**src/rtl/bfs_pkg.sv**
```systemverilog
package bfs_pkg;
    typedef enum logic [2:0] {
        ST_IDLE,
        ST_WR_CAP,
        ST_WR_WAIT,
        ST_RD_TURN,
        ST_RD_HOLD
    } bfs_state_e;
endpackage

```
**src/rtl/bfs_addr_decode.sv**
```systemverilog
module bfs_addr_decode #(
    parameter int              ADDR_W    = 11,
    parameter logic [ADDR_W-1:0] BASE_ADDR = 11'h340,
    parameter int              WIN_BYTES = 16
) (
    input  logic [ADDR_W-1:0] addr,
    input  logic              cs_n,
    output logic              sel
);
    localparam logic [ADDR_W-1:0] LAST_ADDR = BASE_ADDR + ADDR_W'(WIN_BYTES - 1);

    logic in_window;

    always_comb begin
        in_window = (addr >= BASE_ADDR) && (addr <= LAST_ADDR) && !addr[0];
        sel       = in_window && !cs_n;
    end
endmodule

```
**src/rtl/bfs_ctrl_fsm.sv**
```systemverilog
module bfs_ctrl_fsm
    import bfs_pkg::*;
(
    input  logic clk,
    input  logic rst_n,
    input  logic sel,
    input  logic wr_req,
    input  logic rd_req,
    input  logic in_full,
    input  logic out_empty,
    output logic in_push,
    output logic out_pop,
    output logic rd_load,
    output logic rd_hold,
    output logic drive_en,
    output logic xcvr_dir,
    output logic overflow
);
    bfs_state_e state, state_nx;
    logic wr_ok, rd_ok;

    always_comb begin
        wr_ok = sel && wr_req;
        rd_ok = sel && rd_req;
    end

    always_comb begin
        state_nx = state;
        unique case (state)
            ST_IDLE: begin
                if (wr_ok)      state_nx = ST_WR_CAP;
                else if (rd_ok) state_nx = ST_RD_TURN;
            end
            ST_WR_CAP:  state_nx = wr_ok ? ST_WR_WAIT : ST_IDLE;
            ST_WR_WAIT: state_nx = wr_ok ? ST_WR_WAIT : ST_IDLE;
            ST_RD_TURN: state_nx = rd_ok ? ST_RD_HOLD : ST_IDLE;
            ST_RD_HOLD: state_nx = rd_ok ? ST_RD_HOLD : ST_IDLE;
            default:    state_nx = ST_IDLE;
        endcase
    end

    always_ff @(posedge clk or negedge rst_n) begin
        if (!rst_n) state <= ST_IDLE;
        else        state <= state_nx;
    end

    always_comb begin
        in_push  = 1'b0;
        out_pop  = 1'b0;
        rd_load  = 1'b0;
        rd_hold  = 1'b0;
        drive_en = 1'b0;
        xcvr_dir = 1'b0;
        unique case (state)
            ST_IDLE, ST_WR_WAIT: ;
            ST_WR_CAP:  in_push = !in_full;
            ST_RD_TURN: begin
                out_pop  = !out_empty;
                rd_load  = 1'b1;
                drive_en = 1'b1;
                xcvr_dir = 1'b1;
            end
            ST_RD_HOLD: begin
                rd_hold  = 1'b1;
                drive_en = 1'b1;
                xcvr_dir = 1'b1;
            end
            default: ;
        endcase
    end

    always_ff @(posedge clk or negedge rst_n) begin
        if (!rst_n)                             overflow <= 1'b0;
        else if (state == ST_WR_CAP && in_full) overflow <= 1'b1;
    end

    AST_ODD_IGNORED: assert property (@(posedge clk) disable iff (!rst_n)
        (state == ST_IDLE && !sel) |=> (state == ST_IDLE));
    AST_ONE_PUSH: assert property (@(posedge clk) disable iff (!rst_n)
        in_push |=> !in_push);
    AST_DRIVE_HELD: assert property (@(posedge clk) disable iff (!rst_n)
        (drive_en && rd_ok) |=> drive_en);
    AST_ONE_POP: assert property (@(posedge clk) disable iff (!rst_n)
        out_pop |=> !out_pop);
    AST_ABORT_IDLE: assert property (@(posedge clk) disable iff (!rst_n)
        !sel |=> (!in_push && !out_pop && !rd_hold));
    AST_OVF_STICKY: assert property (@(posedge clk) disable iff (!rst_n)
        overflow |=> overflow);
endmodule

```
**src/rtl/bfs_irq_gen.sv**
```systemverilog
module bfs_irq_gen #(
    parameter bit ACTIVE_HIGH = 1'b1
) (
    input  logic out_empty,
    output logic irq
);
    generate
        if (ACTIVE_HIGH) begin : g_high
            assign irq = !out_empty;
        end else begin : g_low
            assign irq = out_empty;
        end
    endgenerate
endmodule

```
**src/rtl/bus_fifo_slave.sv**
```systemverilog
module bus_fifo_slave #(
    parameter int                ADDR_W          = 11,
    parameter int                DATA_W          = 16,
    parameter logic [ADDR_W-1:0] BASE_ADDR       = 11'h340,
    parameter int                WIN_BYTES       = 16,
    parameter bit                IRQ_ACTIVE_HIGH = 1'b1
) (
    input  logic              clk,
    input  logic              rst_n,
    input  logic [ADDR_W-1:0] addr,
    input  logic              cs_n,
    input  logic              oe_n,
    input  logic              we_n,
    input  logic [DATA_W-1:0] bus_din,
    output logic [DATA_W-1:0] bus_dout,
    output logic              bus_drive_en,
    output logic              xcvr_dir,
    output logic              in_push,
    output logic [DATA_W-1:0] in_data,
    input  logic              in_full,
    output logic              out_pop,
    input  logic [DATA_W-1:0] out_data,
    input  logic              out_empty,
    output logic              irq,
    output logic              overflow
);
    logic              sel, rd_load, rd_hold;
    logic [DATA_W-1:0] rd_word;

    bfs_addr_decode #(
        .ADDR_W(ADDR_W), .BASE_ADDR(BASE_ADDR), .WIN_BYTES(WIN_BYTES)
    ) u_dec (
        .addr(addr), .cs_n(cs_n), .sel(sel)
    );

    bfs_ctrl_fsm u_fsm (
        .clk(clk), .rst_n(rst_n), .sel(sel),
        .wr_req(!we_n), .rd_req(!oe_n),
        .in_full(in_full), .out_empty(out_empty),
        .in_push(in_push), .out_pop(out_pop),
        .rd_load(rd_load), .rd_hold(rd_hold),
        .drive_en(bus_drive_en), .xcvr_dir(xcvr_dir),
        .overflow(overflow)
    );

    bfs_irq_gen #(.ACTIVE_HIGH(IRQ_ACTIVE_HIGH)) u_irq (
        .out_empty(out_empty), .irq(irq)
    );

    always_ff @(posedge clk or negedge rst_n) begin
        if (!rst_n)       rd_word <= '0;
        else if (rd_load) rd_word <= out_empty ? '0 : out_data;
    end

    assign in_data  = bus_din;
    assign bus_dout = rd_hold ? rd_word : '0;
endmodule

```
**config.mk**
```make
export PLATFORM = sky130hd
export DESIGN_NAME = bus_fifo_slave
export DESIGN_NICKNAME = d
export VERILOG_FILES = /design/src/rtl/bfs_pkg.sv /design/src/rtl/bfs_addr_decode.sv /design/src/rtl/bfs_ctrl_fsm.sv /design/src/rtl/bfs_irq_gen.sv /design/src/rtl/bus_fifo_slave.sv
export SDC_FILE = /design/constraint.sdc
export NUM_CORES = 1
export LEC_CHECK = 0
export BUFFER_PORTS_ARGS = -buffer_cell sky130_fd_sc_hd__buf_2
export CELL_PAD_IN_SITES_DETAIL_PLACEMENT = 0
export CELL_PAD_IN_SITES_GLOBAL_PLACEMENT = 1
export CORE_MARGIN = 1.5
export CORE_UTILIZATION = 28
export CTS_CLUSTER_SIZE = 40
export DETAILED_ROUTE_END_ITERATION = 16
export PLACE_DENSITY = 0.88
export SETUP_SLACK_MARGIN = 0.3
export SLEW_MARGIN = 40
export SYNTH_ARGS = -nofsm -noshare
export SYNTH_HDL_FRONTEND = slang
export SYNTH_SLANG_ARGS = --single-unit
```
**constraint.sdc**
```tcl
create_clock -name clk -period 3.7 [get_ports clk]
set_input_delay 0.37 -clock clk [delete_from_list [all_inputs] [get_ports clk]]
set_output_delay 0.37 -clock clk [all_outputs]
set_load 0.03 [all_outputs]
```
=== After elaboration in Yosys (flattened, before gate mapping) ===
Index checks and enable logic that the tools add are counted.

* Logic and storage cells: 37
* Register bits: 20

* Reductions and logical operators: 15
* Magnitude comparators: 2
* Equality and inequality tests: 5
* Muxes and demuxes: 12

{| class="wikitable"
|+ Operator list
! kind !! count
|-
| two-way mux 16 bit || 2
|-
| greater-or-equal comparator 11 x 10 -> 1 bit, second input constant || 1
|-
| less-or-equal comparator 11 x 10 -> 1 bit, second input constant || 1
|-
| two-way mux 3 bit || 3
|-
| case mux 3 bit (3 select lines) || 1
|-
| == test 3 x 2 -> 1 bit, second input constant || 2
|-
| logical AND 1 bit || 6
|-
| zero test 1 bit || 6
|-
| two-way mux 1 bit || 5
|-
| OR reduction 2 bit || 2
|-
| == test 3 x 1 -> 1 bit, second input constant || 1
|-
| == test 3 bit, second input constant || 1
|-
| zero test 3 bit || 1
|-
| != test 3 x 1 -> 1 bit, second input constant || 1
|-
| two-way mux 2 bit || 1
|}

=== Depth between registers and ports, before layout ===
* Word-level depth: 8
* Depth in mapped cells: 5
* Mapped depth without buffers: 3

=== Cells and area by module ===
A second synthesis with hierarchy kept.

* Cells, all modules: 131
* Area, all modules: 1173.6 sq um

{| class="wikitable"
|+ By module, submodules not included
! module !! cells an instance !! times used !! area each (sq um)
|-
| bus_fifo_slave || 103 || 1 || 925.9
|-
| bfs_ctrl_fsm || 23 || 1 || 217.7
|-
| bfs_addr_decode || 4 || 1 || 26.3
|-
| bfs_irq_gen || 1 || 1 || 3.8
|}

=== Least setup slack after synthesis ===
No wires, ideal clock.

* Path kind: register -> output
* Start: reg u_fsm.state[0]
* End: out xcvr_dir
* Cell stages (with the launch flop): 5
* Path slack: 2.006 ns
* Data required time: 3.330 ns
* Buffers on the path: 2
* Arrival: 1.324 ns
* Cell sequence: dfrtp_1 -> buf_6 -> nor3b_2 -> nand2b_1 -> buf_4

* Word-level cells in the longest chain between the ends: 3

{| class="wikitable"
|+ RTL lines
! item !! line !! source
|-
| from (decl) || bfs_ctrl_fsm.sv:19 || <nowiki>bfs_state_e state, state_nx;</nowiki>
|-
| from (signal assigned) || bfs_ctrl_fsm.sv:44 || <nowiki>else state <= state_nx;</nowiki>
|-
| == test 3 x 2 -> 1 bit or == test 3 bit (tied branches) || n/a ||
|-
| OR reduction 2 bit (no source line) (*) || n/a ||
|-
| two-way mux 1 bit (*) || n/a ||
|-
| to (decl) || bus_fifo_slave.sv:17 || <nowiki>output logic xcvr_dir,</nowiki>
|}

Mark *: on every way between the ends. The rest lies on a longest branch, timed or not.

=== Worst setup path in the final report ===
* Start: reg u_fsm.state[0]
* End: out out_pop

* Word-level cells in the longest chain between the ends: 2

{| class="wikitable"
|+ RTL lines
! item !! line !! source
|-
| == test 3 x 2 -> 1 bit || bfs_ctrl_fsm.sv:54 || <nowiki>unique case (state)</nowiki>
|-
| two-way mux 1 bit || bfs_ctrl_fsm.sv:54 ||
|-
| to (decl) || bus_fifo_slave.sv:21 || <nowiki>output logic out_pop,</nowiki>
|}

Every way passes these cells.

==> impl_metrics.csv <==
group,metric,value,unit
routing,wl,2.187,mm
cts,clk_latency,250,ps
yosys,synth_cells,127,
power_and_ir_drop,ir_worst_vdd,0.0002293,V
cts,postCtsResizedCells,0,
critical_path,path_class,"register to output port",
grt,grt_pass1_wl,3.657,mm
grt,grt_pass1_vias,818,
critical_path,path_max_fanout,20,
routing,wl_per_cell,10.46,µm
cts,hold_buffers,0,
worst_hold_path,hp-class,"primary input to asynchronous set/reset pin",
cells_and_area,num_antenna_cells,0,
routing,vias,880,
timing,fmax,431.7,MHz
timing,rsz0062_at_grt,"false",
yosys,synth_cell_types,21,
placement,placed_cell_area,0.001269,mm²
critical_path,critPathMaxStageDelay,510,ps
yosys,yosysTopAreaCell,"dfrtp_1",
cells_and_area,mostFrequentLayoutCell,"buf_2",
cts,htree_num_levels,1,
critical_path,arrival,1950,ps
critical_path,crit_slowest_cell,"dfrtp_1",
timing,fin_setup_tns,0,ps
critical_path,cp-start-kind,"register",
floorplanning,rows,22,
routing,via_per_inst,4.211,
floorplanning,io_pins,88,
outcome,status,"completed",
routing,top_layer_used,"met4",
grt,grt_usage,11.02,%
grt,grt_max_degree,21,
cts,clock_sinks,20,
floorplanning,die_h,65.46,µm
yosys,synth-seq-area-share,45.82,%
grt,antenna_found_initial,0,
routing,first_pass_iters,4,
critical_path,path_buf_inv,2,
floorplanning,start_util,29.39,%
cells_and_area,layout-drive-gt1-share,37.27,%
routing,wl_met3,128,µm
yosys,ys_ff_latch,20,
timing,slew_viol_final,0,
timing,skew,1.081,ps
timing,slew_headroom,57.41,%
yosys,synth_top_area_share,45.82,%
cts,numCtsBuffers,3,
yosys,syn_nets,177,
routing,drc,0,
yosys,syn_area,0.001092,mm²
power_and_ir_drop,p_per_area,311.8,mW/mm²
cts,cts_root_buffer,"clkbuf_8",
cells_and_area,layout_common_cells,"52 x buf_2, 35 x nand2_1, 20 x dfrtp_1",
grt,grt_overflow,0,
critical_path,cp-end-kind,"output port",
cts,clockBufferDepth,2,
timing,setup_viol,0,
cts,cts.clk_slew.worst_paths,70,ps
timing,worst_pin_slew,636.9,ps
cts,tritoncts,"done",
routing,wl_met2,1.044,mm
timing,fin_crit_sh,62.60,%
placement,portBuffers,52,
cells_and_area,nNetsFinal,212,
floorplanning,die_area,0.004285,mm²
cts,post_cts_buffers,0,
critical_path,crit_path_cell_trace,"nand3b_1 -> buf_4 -> nor2_1 -> buf_2",
job,maxCapViolCount,0,
yosys,yosys_warnings,0,
routing,drtIter0Drc,33,
critical_path,path_delay_family,"simple AND/OR/NAND/NOR gates",
yosys,synth_area_leaders,"dfrtp_1 46%, nand2_1 12%, buf_4 12%, and2_1 9.2%, o21ai_0 7.3%",
timing,hold_ws,53.30,ps
routing,ant_nets,0,
critical_path,crit_required,3330,ps
timing,hold_viol,0,
power_and_ir_drop,p_leak,0.7320,nW
floorplanning,core_area,0.003716,mm²
floorplanning,die_w,65.46,µm
routing,wl_met1,990,µm
cells_and_area,finalInstanceArea,0.001324,mm²
timing,period_minus_slack,2316,ps
cells_and_area,syn_to_final_growth,21.19,%
placement,place.gp.congestion,0.6093,
yosys,syn_avg_cell_area,8.601,µm²
-- layer usage --
| metal | global-route usage [%] | vias up |
|---|---|---|
| met5 | 0 | - |
| met4 | 3.646 | 0 |
| met3 | 3.253 | 2 |
| met2 | 18.24 | 28 |
| met1 | 13.71 | 390 |
| li1 | - | 460 |
-- metrics by stage --
stage                     cells  util [%]  worst slack [ps]  total power, W
after floorplan             127         -              2006       0.0002658
after global routing        209     35.62              1162       0.0004372
after detailed placement    205     34.14              1656       0.0002560
final                       209     35.62              1384       0.0004127
after CTS                   209     35.62              1362       0.0004196
after global placement      205     33.97              1671       0.0002556
-- synthesized netlist by cell type, drive strengths merged --
library cell   n
clkbuf         5
nor3b          3
nand2b         1
o21ai         17
nor3           1
clkinv         1
nor2           3
nor4           1
nand4b         1
nand3b         1
xnor2          1
and2          16
a31o           1
dfrtp         20
or4b           1
buf           18
and3b          1
nand2         35
-- area by class of cell --
type                       instances  area (µm²)
multi-input combinational         83       436.7
sequential                        20       500.5
fill                             422        2392
inverter                           1       3.754
timing repair buffer              53       267.8
tap                               48       60.06
clock buffer                       4       55.05
-- logic make-up after synthesis --
logic type                Yosys count  synth area share (%)
buffers and inverters              24                 14.78
DFF                                20                 45.82
xor gates and xnor gates            1                0.8020
AOI/OAI and AO/OA                  18                 8.591
and+or+nand+nor                    64                 30.01
-- registers in the layout, indices dropped and copies added (netlist names) --
name            flops
u_fsm.state         3
rd_word            16
u_fsm.overflow      1
-- path summary, 6_finish.rpt --
| kind | from | endpoint | slack, ps | cells past startpoint |
|---|---|---|---|---|
| worst max-delay path | u_fsm.state[0] | out_pop | 1380 | 4 |
| max in group asynchronous | rst_n | rd_word[13] | 3340 | 1 |
| worst min-delay path | rst_n | rd_word[7] | 50 | 1 |
| min in group clk | oe_n | u_fsm.state[2] | 300 | 2 |
| worst max register to register | u_fsm.state[0] | rd_word[0] | 2010 | 3 |
| worst min register to register | u_fsm.overflow | u_fsm.overflow | 470 | 1 |
-- report_power, final --
part           switching (W)   total, W  internal [W]
registers        0.000000228   0.000219      0.000219
clock network      0.0000672   0.000162     0.0000945
logic              0.0000165  0.0000319     0.0000154
total              0.0000839   0.000413      0.000329
Power figures use the tool's default switching activity.
